**src/rtl/lla_pkg.sv**
```systemverilog
package lla_pkg;
   typedef enum logic [1:0] {
      SEQ_IDLE = 2'd0,
      SEQ_HIGH = 2'd1,
      SEQ_LOW  = 2'd2
   } seq_state_e;
endpackage

```
**src/rtl/lla_run_counter.sv**
```systemverilog
// Counts consecutive qualifying events; any non-qualifying strobe restarts the run.
module lla_run_counter #(
   parameter int LIMIT = 8
) (
   input  logic clk,
   input  logic rst_n,
   input  logic clr,
   input  logic step,
   input  logic hit,
   output logic done
);
   generate
      if (LIMIT == 1) begin : g_single
         logic unused_clk;
         assign unused_clk = clk ^ rst_n;
         assign done = !clr && step && hit;
      end else begin : g_count
         localparam int CW = $clog2(LIMIT);
         localparam logic [CW-1:0] LAST = CW'(LIMIT - 1);
         logic [CW-1:0] cnt_q;

         assign done = !clr && step && hit && (cnt_q == LAST);

         always_ff @(posedge clk or negedge rst_n) begin
            if (!rst_n) begin
               cnt_q <= '0;
            end else if (clr) begin
               cnt_q <= '0;
            end else if (step) begin
               if (!hit || cnt_q == LAST) cnt_q <= '0;
               else                       cnt_q <= cnt_q + 1'b1;
            end
         end
      end
   endgenerate
endmodule

```
**src/rtl/lla_pulse_seq.sv**
```systemverilog
// Pulse / diode-emulation / idle sequencer for light-load operation.
module lla_pulse_seq
   import lla_pkg::*;
#(
   parameter int TON_CYC = 4
) (
   input  logic       clk,
   input  logic       rst_n,
   input  logic       run,
   input  logic       fire_req,
   input  logic       i_pos,
   input  logic       zc_evt,
   output seq_state_e state,
   output logic       zc_in_low
);
   localparam int TW = (TON_CYC > 1) ? $clog2(TON_CYC) : 1;
   localparam logic [TW-1:0] TLOAD = TW'(TON_CYC - 1);

   seq_state_e st_q;
   logic [TW-1:0] ton_q;

   assign state     = st_q;
   assign zc_in_low = (st_q == SEQ_LOW) && zc_evt;

   always_ff @(posedge clk or negedge rst_n) begin
      if (!rst_n) begin
         st_q  <= SEQ_IDLE;
         ton_q <= '0;
      end else if (!run) begin
         st_q  <= SEQ_IDLE;
         ton_q <= '0;
      end else begin
         unique case (st_q)
            SEQ_IDLE: if (fire_req && !i_pos) begin
               st_q  <= SEQ_HIGH;
               ton_q <= TLOAD;
            end
            SEQ_HIGH: if (ton_q == '0) st_q <= SEQ_LOW;
                      else             ton_q <= ton_q - 1'b1;
            SEQ_LOW:  if (zc_evt) st_q <= SEQ_IDLE;
            default:  st_q <= SEQ_IDLE;
         endcase
      end
   end
endmodule

```
**src/rtl/lla_drive_mux.sv**
```systemverilog
// Selects modulator commands or sequencer-derived commands.
module lla_drive_mux
   import lla_pkg::*;
(
   input  logic       ll_mode,
   input  seq_state_e state,
   input  logic       pwm_hs,
   input  logic       pwm_ls,
   output logic       hs_on,
   output logic       ls_on
);
   always_comb begin
      if (ll_mode) begin
         hs_on = (state == SEQ_HIGH);
         ls_on = (state == SEQ_LOW);
      end else begin
         hs_on = pwm_hs;
         ls_on = pwm_ls;
      end
   end
endmodule

```
**src/rtl/lla_mode_ctrl.sv**
```systemverilog
module lla_mode_ctrl
   import lla_pkg::*;
#(
   parameter int ENTRY_CNT = 8,
   parameter int EXIT_CNT  = 3,
   parameter int TON_CYC   = 4
) (
   input  logic clk,
   input  logic rst_n,
   input  logic ll_enable,
   input  logic track_mode,
   input  logic ref_settled,
   input  logic cyc_start,
   input  logic zc_evt,
   input  logic i_pos,
   input  logic vs_below_ref,
   input  logic vs_below_95,
   input  logic pwm_hs,
   input  logic pwm_ls,
   output logic ll_mode,
   output logic hs_on,
   output logic ls_on
);
   generate
      if (ENTRY_CNT < 1) begin : g_bad_entry
         $error("ENTRY_CNT must be at least 1");
      end
      if (EXIT_CNT < 1) begin : g_bad_exit
         $error("EXIT_CNT must be at least 1");
      end
      if (TON_CYC < 1) begin : g_bad_ton
         $error("TON_CYC must be at least 1");
      end
   endgenerate

   logic       allowed;
   logic       zc_seen_q;
   logic       mode_q;
   logic       entry_done;
   logic       exit_done;
   logic       leave;
   logic       run;
   logic       zc_in_low;
   seq_state_e state;

   assign allowed = ll_enable && !track_mode && ref_settled;

   // a zero crossing anywhere in the open switching cycle marks it
   always_ff @(posedge clk or negedge rst_n) begin
      if (!rst_n)         zc_seen_q <= 1'b0;
      else if (cyc_start) zc_seen_q <= 1'b0;
      else if (zc_evt)    zc_seen_q <= 1'b1;
   end

   lla_run_counter #(.LIMIT(ENTRY_CNT)) i_entry (
      .clk   (clk),
      .rst_n (rst_n),
      .clr   (mode_q || !allowed),
      .step  (cyc_start),
      .hit   (zc_seen_q || zc_evt),
      .done  (entry_done)
   );

   lla_run_counter #(.LIMIT(EXIT_CNT)) i_exit (
      .clk   (clk),
      .rst_n (rst_n),
      .clr   (!mode_q),
      .step  (zc_in_low),
      .hit   (vs_below_ref),
      .done  (exit_done)
   );

   assign leave = mode_q && (!allowed || vs_below_95 || exit_done);
   assign run   = mode_q && !leave;

   always_ff @(posedge clk or negedge rst_n) begin
      if (!rst_n)                         mode_q <= 1'b0;
      else if (leave)                     mode_q <= 1'b0;
      else if (!mode_q && entry_done)     mode_q <= 1'b1;
   end

   lla_pulse_seq #(.TON_CYC(TON_CYC)) i_seq (
      .clk       (clk),
      .rst_n     (rst_n),
      .run       (run),
      .fire_req  (vs_below_ref),
      .i_pos     (i_pos),
      .zc_evt    (zc_evt),
      .state     (state),
      .zc_in_low (zc_in_low)
   );

   lla_drive_mux i_mux (
      .ll_mode (mode_q),
      .state   (state),
      .pwm_hs  (pwm_hs),
      .pwm_ls  (pwm_ls),
      .hs_on   (hs_on),
      .ls_on   (ls_on)
   );

   assign ll_mode = mode_q;
endmodule

```
**config.mk**
```make
export PLATFORM = sky130hd
export DESIGN_NAME = lla_mode_ctrl
export DESIGN_NICKNAME = d
export VERILOG_FILES = /design/src/rtl/lla_pkg.sv /design/src/rtl/lla_run_counter.sv /design/src/rtl/lla_pulse_seq.sv /design/src/rtl/lla_drive_mux.sv /design/src/rtl/lla_mode_ctrl.sv
export SDC_FILE = /design/constraint.sdc
export NUM_CORES = 1
export LEC_CHECK = 0
export ABC_AREA = 1
export BUFFER_PORTS_ARGS = -buffer_cell sky130_fd_sc_hd__buf_2
export CORE_ASPECT_RATIO = 0.75
export CORE_MARGIN = 5
export CORE_UTILIZATION = 41
export DETAILED_ROUTE_END_ITERATION = 8
export PLACE_DENSITY = 0.63
export SKIP_CTS_REPAIR_TIMING = 1
export SYNTH_ARGS = -nofsm -noshare
export SYNTH_HDL_FRONTEND = slang
export SYNTH_HIERARCHICAL = 1
export SYNTH_SLANG_ARGS = --single-unit
```
**constraint.sdc**
```tcl
create_clock -name clk -period 2.8 [get_ports clk]
set_input_delay 0.28 -clock clk [delete_from_list [all_inputs] [get_ports clk]]
set_output_delay 0.28 -clock clk [all_outputs]
set_load 0.005 [all_outputs]
```
==> impl_metrics.toml, run 1 <==
[power_and_ir_drop]
static-leakage-power_uw = 0.000505
net-switching-power_uw = 62.2
power.share.combinational = 0.088
intPower_uw = 227
vdd_ir_drop_max_mv = 0.304
power-per-cell-area_nw_per_um2 = 336
seqPwrFrac = 0.556
switching_portion_of_total_power = 0.216
clkPwrFrac = 0.355

[detailed_routing]
totalWireLength_um = 1340
wl_per_cell_um = 9.07
total_number_of_vias = 650
drt_iter0_drc = 16
dr.pass1.iters = 2
antenna_violating_nets_left = 0
post_drt_via_cell_ratio = 4.39
drc_errors = 0

[critical_path]
rr_worst_depth = 15
path_class = "reg2reg"
worstReg2RegEnd = "i_seq/state[0]"
source_of_the_worst_register_to_register_timing_path = "i_seq/state[0]"
crit_path_end = "i_seq/state[0]"
end_kind = "flop"
crit_required_ps = 2990
cp_data_arrival_time_ps = 2110
crit_path_max_fanout = 9
reg2reg_setup_slack_ps = 890
worst_setup_path_start_kind = "flop"
worst_setup_path_startpoint = "i_seq/state[0]"

[timing]
timing.final.hold_violations = 0
tightest_slew_ps = 293
setup_ws_ps = 888
finalCritPeriodShare = 0.683
skew_ps = 0.746
max_clock_freq_mhz = 523
finalSetupViolations = 0
holdWs_ps = 205
min_period_ps = 1910
setup_repair_after_global_routing_missed_its_margin = "no"
setup_tns_ps = 0
slew_headroom = 0.805
drv_slew = 0

[synth]
synth_seq_cells = 11
synth_top_family_by_area = "simple AND/OR/NAND/NOR gates"
synth_area_per_cell_um2 = 6.79
yosys.cell_types.count = 15
yosysSeqAreaShare = 0.379
mux_cell_area_share_after_synthesis = 0
syn_warnings = 6
syn_inst = 107
cell_area_synth_um2 = 727
syn_nets = 123
share_of_the_synthesized_netlist_area_taken_by_xor_and_xnor_gates = 0
yosys.area_share.adder = 0.0688
synth-compound-area-share = 0.0293
synth_simple_gate_area_frac = 0.404

[layout]
num-fill-cells = 164
sequential_cell_area_um2 = 275
n_antenna_cell = 0
areaGrowthSynthToFinish_pct = 18.4
final_stage_net_count = 143
multi_input_combinational_cell_area_um2 = 365
drive_above_1_share = 0.230
finalCoreUtilization = 0.504

[place]
dp_worst_slack_ps = 895
dp_hpwl_um = 1150
io_buffer_count = 14
finalWeightedCongestion = 0.767

[floorplan]
die_width_um = 58.6
area_of_the_placeable_core_um2 = 1710
initial_core_util = 0.426
row_count = 13
fp.dieArea_um2 = 2720
ioPinCount = 15
die_span_in_y_um = 46.5

[global_routing]
grt_pass1_wl_um = 2430
largest_net_degree_at_the_start_of_global_routing = 12
grt_util_all_layers = 0.125
grt_remaining_overflow = 0
grt_pass1_vias = 549
initial_antenna_violation_count = 0

[clock_tree]
max-clock-path-buffers = 2
cts-htree-levels = 1
clk_transition_reported_paths_ps = 60
cts_tree = "built"
cts.root.buffer_cell = "sky130_fd_sc_hd__clkbuf_4"
clk_latency_ps = 260
cts-buffers-inserted = 3
numClockSinks = 11

[status]
outcome = "completed"

[worst_hold_path]
holdPathStages = 2
type_of_the_worst_min_delay_path = "in2reg"

[flow_run]
cap_violations = 0
-- power groups by stage --
stage          Clock [uW]  Sequential [uW]  Combinational, uW
6_report              103              161               25.6
5_1_grt               119              161               29.9
4_1_cts               110              161               25.2
3_5_place_dp            0              164               25.2
3_3_place_gp            0              164               24.6
2_1_floorplan           0              164               10.4
-- critical path, cell delays in order, from the launching register on --
cell                       delay [ps]
sky130_fd_sc_hd__dfrtp_1          480
sky130_fd_sc_hd__nor3b_1          310
sky130_fd_sc_hd__inv_1             80
sky130_fd_sc_hd__nor2_2           120
sky130_fd_sc_hd__nand2_1           70
sky130_fd_sc_hd__nor2_1            80
sky130_fd_sc_hd__inv_1             40
sky130_fd_sc_hd__nand2_1           60
sky130_fd_sc_hd__nor2_1            40
sky130_fd_sc_hd__nand2_1           60
sky130_fd_sc_hd__inv_1            120
sky130_fd_sc_hd__inv_1            100
sky130_fd_sc_hd__nor2_1            40
sky130_fd_sc_hd__nand2_1           70
sky130_fd_sc_hd__nand2_1           60
sky130_fd_sc_hd__o21bai_2         100
-- worst min-delay path by stage --
stage | from | endpoint | slack, ps
final | cyc_start | zc_seen_q | 210
after global routing | cyc_start | zc_seen_q | 190
after CTS | rst_n | zc_seen_q | -130
after global placement | rst_n | i_entry/g_count.cnt_q[2] | 160
after detailed placement | rst_n | zc_seen_q | 160
after floorplan | rst_n | i_entry/g_count.cnt_q[0] | -20
-- area by class of cell --
class	count	area share
multi-input combinational	73	0.424
sequential	11	0.320
inverter	23	0.100
timing repair buffer	15	0.0930
tap	22	0.0320
clock buffer	4	0.0305
-- stage by stage --
step,power (uW),std cells,cell area [um^2]
after global routing,309,148,861
after floorplan,174,107,727
after detailed placement,189,143,825
final,289,148,861
after CTS,296,147,851
after global placement,188,143,825
-- routing by layer --
layer	vias to the layer above	GRT usage	wire length (um)
met2	13	0.178	564
li1	363	-	-
met3	4	0.0476	101
met4	0	0.0814	26
met1	270	0.159	650
met5	-	0	0
-- cells in the final DEF (no fill, tap or decap), types with 2 or more instances in the layout --
cell,Yosys,layout
sky130_fd_sc_hd__nand3_1,11,11
sky130_fd_sc_hd__ha_1,4,4
sky130_fd_sc_hd__buf_2,0,14
sky130_fd_sc_hd__dfrtp_1,11,11
sky130_fd_sc_hd__clkbuf_4,0,3
sky130_fd_sc_hd__nor3_1,2,2
sky130_fd_sc_hd__nand2_2,3,3
sky130_fd_sc_hd__inv_1,21,21
sky130_fd_sc_hd__nor2_2,5,5
sky130_fd_sc_hd__inv_2,2,2
sky130_fd_sc_hd__nor2_1,7,7
sky130_fd_sc_hd__nand2_1,36,36
-- flip-flops by register name (all words and copies together), names as in the netlist --
register,flops
i_entry/g_count.cnt_q,3
i_exit/g_count.cnt_q,2
i_seq/state,2
i_seq/ton_q,2
ll_mode,1
zc_seen_q,1
-- cells by family (layout without fill, tap and decap cells) --
| kind of cell | after synthesis | in the layout |
|---|---|---|
| DFF | 11 | 11 |
| buffers and inverters | 23 | 42 |
| adders and majority gates | 4 | 4 |
| and+or+nand+nor | 66 | 66 |
| AOI/OAI and AO/OA | 3 | 3 |
-- synth_stat cells --
master / n / area share
sky130_fd_sc_hd__nor2_1: 7 / 0.036
sky130_fd_sc_hd__a21oi_1: 1 / 0.0069
sky130_fd_sc_hd__nor2_2: 5 / 0.043
sky130_fd_sc_hd__inv_2: 2 / 0.010
sky130_fd_sc_hd__nor3_1: 2 / 0.014
sky130_fd_sc_hd__nand2_2: 3 / 0.026
sky130_fd_sc_hd__nand3_1: 11 / 0.076
sky130_fd_sc_hd__nand2_1: 36 / 0.19
sky130_fd_sc_hd__inv_1: 21 / 0.11
sky130_fd_sc_hd__o21bai_2: 1 / 0.015
sky130_fd_sc_hd__o21ai_1: 1 / 0.0069
sky130_fd_sc_hd__nand3_2: 1 / 0.014
sky130_fd_sc_hd__nor3b_1: 1 / 0.010
sky130_fd_sc_hd__ha_1: 4 / 0.069
sky130_fd_sc_hd__dfrtp_1: 11 / 0.38
Note: power is estimated with default switching activity, not from simulation.
==> run 2, diff against run 1 <==
- ABC_AREA: 1 -> 0
- CORE_ASPECT_RATIO: 0.75 -> default
- clock period: 2.8 -> 1.8 ns (I/O delays scaled with it)
==> impl_metrics.toml, run 2 <==
[status]
outcome = "completed"

[critical_path]
rr_worst_depth = 6
cp_data_arrival_time_ps = 1710
series_of_cell_instances_along_the_critical_path = "nand2_1, nor2_1, and4b_2, nor4_1, buf_4, a21boi_1"
worstReg2RegEnd = "i_seq/state[1]"
crit_path_top_delay_cell = "sky130_fd_sc_hd__dfrtp_1"
crit_required_ps = 1990
path_buf_inv = 1
end_kind = "flop"
source_of_the_worst_register_to_register_timing_path = "i_seq/state[1]"
worst_setup_path_start_kind = "flop"
reg2reg_setup_slack_ps = 280
path_class = "reg2reg"
worst_setup_path_startpoint = "i_seq/state[1]"
cp_num_cells = 6
crit_path_max_fanout = 7
critical-path-max-stage-delay_ps = 450
category_of_cells_accounting_for_the_largest_share_of_critical_path_delay = "simple AND/OR/NAND/NOR gates"

[clock_tree]
max-clock-path-buffers = 2
cts_tree = "built"
clk_transition_reported_paths_ps = 70
cts-buffers-inserted = 3
numClockSinks = 11
cts-htree-levels = 1
cts.root.buffer_cell = "sky130_fd_sc_hd__clkbuf_4"
clk_latency_ps = 260

[floorplan]
die_width_um = 50.4
initial_core_util = 0.439
die_span_in_y_um = 50.4
row_count = 14
fp.dieArea_um2 = 2540
area_of_the_placeable_core_um2 = 1520
ioPinCount = 15

[flow_run]
cap_violations = 0

[detailed_routing]
dr.pass1.iters = 4
drc_errors = 0
total_number_of_vias = 513
totalWireLength_um = 1160
antenna_violating_nets_left = 0
post_drt_via_cell_ratio = 5.23
wl_per_cell_um = 11.9
drt_iter0_drc = 5

[worst_hold_path]
holdPathStages = 2
type_of_the_worst_min_delay_path = "in2reg"
min_to = "ll_mode"
hp-start = "vs_below_95"

[synth]
yosys.cell_types.count = 25
syn_warnings = 6
postSynth.asyncResetShare = 1.00
post_synth_most_frequent_cells = "11 x sky130_fd_sc_hd__dfrtp_1, 7 x sky130_fd_sc_hd__nand2b_1, 5 x sky130_fd_sc_hd__a21oi_1, 5 x sky130_fd_sc_hd__inv_1, 4 x sky130_fd_sc_hd__ha_1"
syn_inst = 62
cell_area_synth_um2 = 669
synth-edff-count = 0
yosysTopAreaCell = "sky130_fd_sc_hd__dfrtp_1"
synth_area_per_cell_um2 = 10.8
yosysSeqAreaShare = 0.411
synth_top_cells_by_area = "sky130_fd_sc_hd__dfrtp_1 41%, sky130_fd_sc_hd__ha_1 7.5%, sky130_fd_sc_hd__nand2b_1 6.5%"
postSynth.topFlopCell = "sky130_fd_sc_hd__dfrtp_1"
syn_nets = 78
synth_seq_cells = 11
synthDominantCellAreaShare = 0.411
synthMostInstantiatedCell = "sky130_fd_sc_hd__dfrtp_1"

[layout]
areaGrowthSynthToFinish_pct = 20.0
register_with_the_most_flip_flops = "i_entry/g_count.cnt_q"
largest_register_ffs = 3
final_stage_net_count = 99
num-fill-cells = 142
most-common-layout-cells = "14 x sky130_fd_sc_hd__buf_2, 11 x sky130_fd_sc_hd__dfrtp_1, 7 x sky130_fd_sc_hd__nand2b_1, 5 x sky130_fd_sc_hd__a21oi_1, 5 x sky130_fd_sc_hd__inv_1"
layout_commonest_cell = "sky130_fd_sc_hd__buf_2"
multi_input_combinational_cell_area_um2 = 372
finish.cell_count_without_fillers = 98
n_antenna_cell = 0
drive_above_1_share = 0.293
sequential_cell_area_um2 = 275

[power_and_ir_drop]
power-per-cell-area_nw_per_um2 = 565
static-leakage-power_uw = 0.000393
vdd_ir_drop_max_mv = 0.335
report.power.total_uw = 454

[global_routing]
largest_net_degree_at_the_start_of_global_routing = 12
grt_pass1_vias = 417
grt_pass1_wl_um = 1730
initial_antenna_violation_count = 0
grt_remaining_overflow = 0
grt_util_all_layers = 0.0912

[timing]
tightest_slew_ps = 303
slew_headroom = 0.795
min_period_ps = 1520
max_clock_freq_mhz = 658
setup_repair_after_global_routing_missed_its_margin = "no"
setup_tns_ps = 0
drv_slew = 0
skew_ps = 6.86
finalCritPeriodShare = 0.844
finalSetupViolations = 0
timing.final.hold_violations = 0
holdWs_ps = 108

[place]
dp_cells = 93
io_buffer_count = 14
dp_hpwl_um = 928
finalWeightedCongestion = 0.702
run 2: cell types whose count changed after synthesis, sizes merged, moves of 3 or more:
cell / delta
nand3: -12
nand3b: +4
a21oi: +4
nand2: -36
nand2b: +7
inv: -17
nand4bb: +3
nor2: -11
run 2: routing by layer:
metal / global-route usage / vias to the layer above / part of all wire
met1: 0.121 / 233 / 0.48
met4: 0.0638 / 0 / 0.010
li1: - / 265 / -
met3: 0.0266 / 2 / 0.065
met5: 0 / - / 0
met2: 0.126 / 13 / 0.44
run 2: worst reg2reg max path: stages, from the launching register on:
cell                       delay [ps]
sky130_fd_sc_hd__dfrtp_1          450
sky130_fd_sc_hd__nand2_1           90
sky130_fd_sc_hd__nor2_1            70
sky130_fd_sc_hd__and4b_2          250
sky130_fd_sc_hd__nor4_1           280
sky130_fd_sc_hd__buf_4            170
sky130_fd_sc_hd__a21boi_1         140
run 2: cells by family (layout without fill, tap and decap cells):
group                      after synthesis  after routing  synth area share
AOI/OAI and AO/OA                       11             11             0.118
adders and majority gates                4              4            0.0748
buffers and inverters                    6             26            0.0336
DFF                                     11             11             0.411
and+or+nand+nor                         30             30             0.363
run 2: area by class of cell:
class | count | area share
Inverter | 6 | 0.0280
Multi-Input combinational cell | 45 | 0.463
Tap cell | 16 | 0.0249
Sequential cell | 11 | 0.343
Clock buffer | 4 | 0.0327
Timing Repair Buffer | 16 | 0.109
run 2: through the flow:
stage,area (um^2),util,worst slack (ps)
final,803,0.527,281
after global routing,803,0.527,92.0
after CTS,793,0.521,270
after detailed placement,767,0.503,290
after global placement,767,0.503,315
after floorplan,669,-,343
run 2: worst max-delay path by stage:
stage | end
after floorplan | i_seq/state[0]
after global placement | i_seq/state[1]
after detailed placement | i_seq/state[1]
after CTS | i_seq/state[1]
after global routing | i_seq/state[1]
final | i_seq/state[1]
run 2: power breakdown:
| group | internal, uW | switching [uW] | total [uW] |
|---|---|---|---|
| Combinational | 19.6 | 20.4 | 40.0 |
| Clock | 85.6 | 78.7 | 164 |
| Sequential | 249 | 0.706 | 250 |
| Total | 354 | 99.8 | 454 |
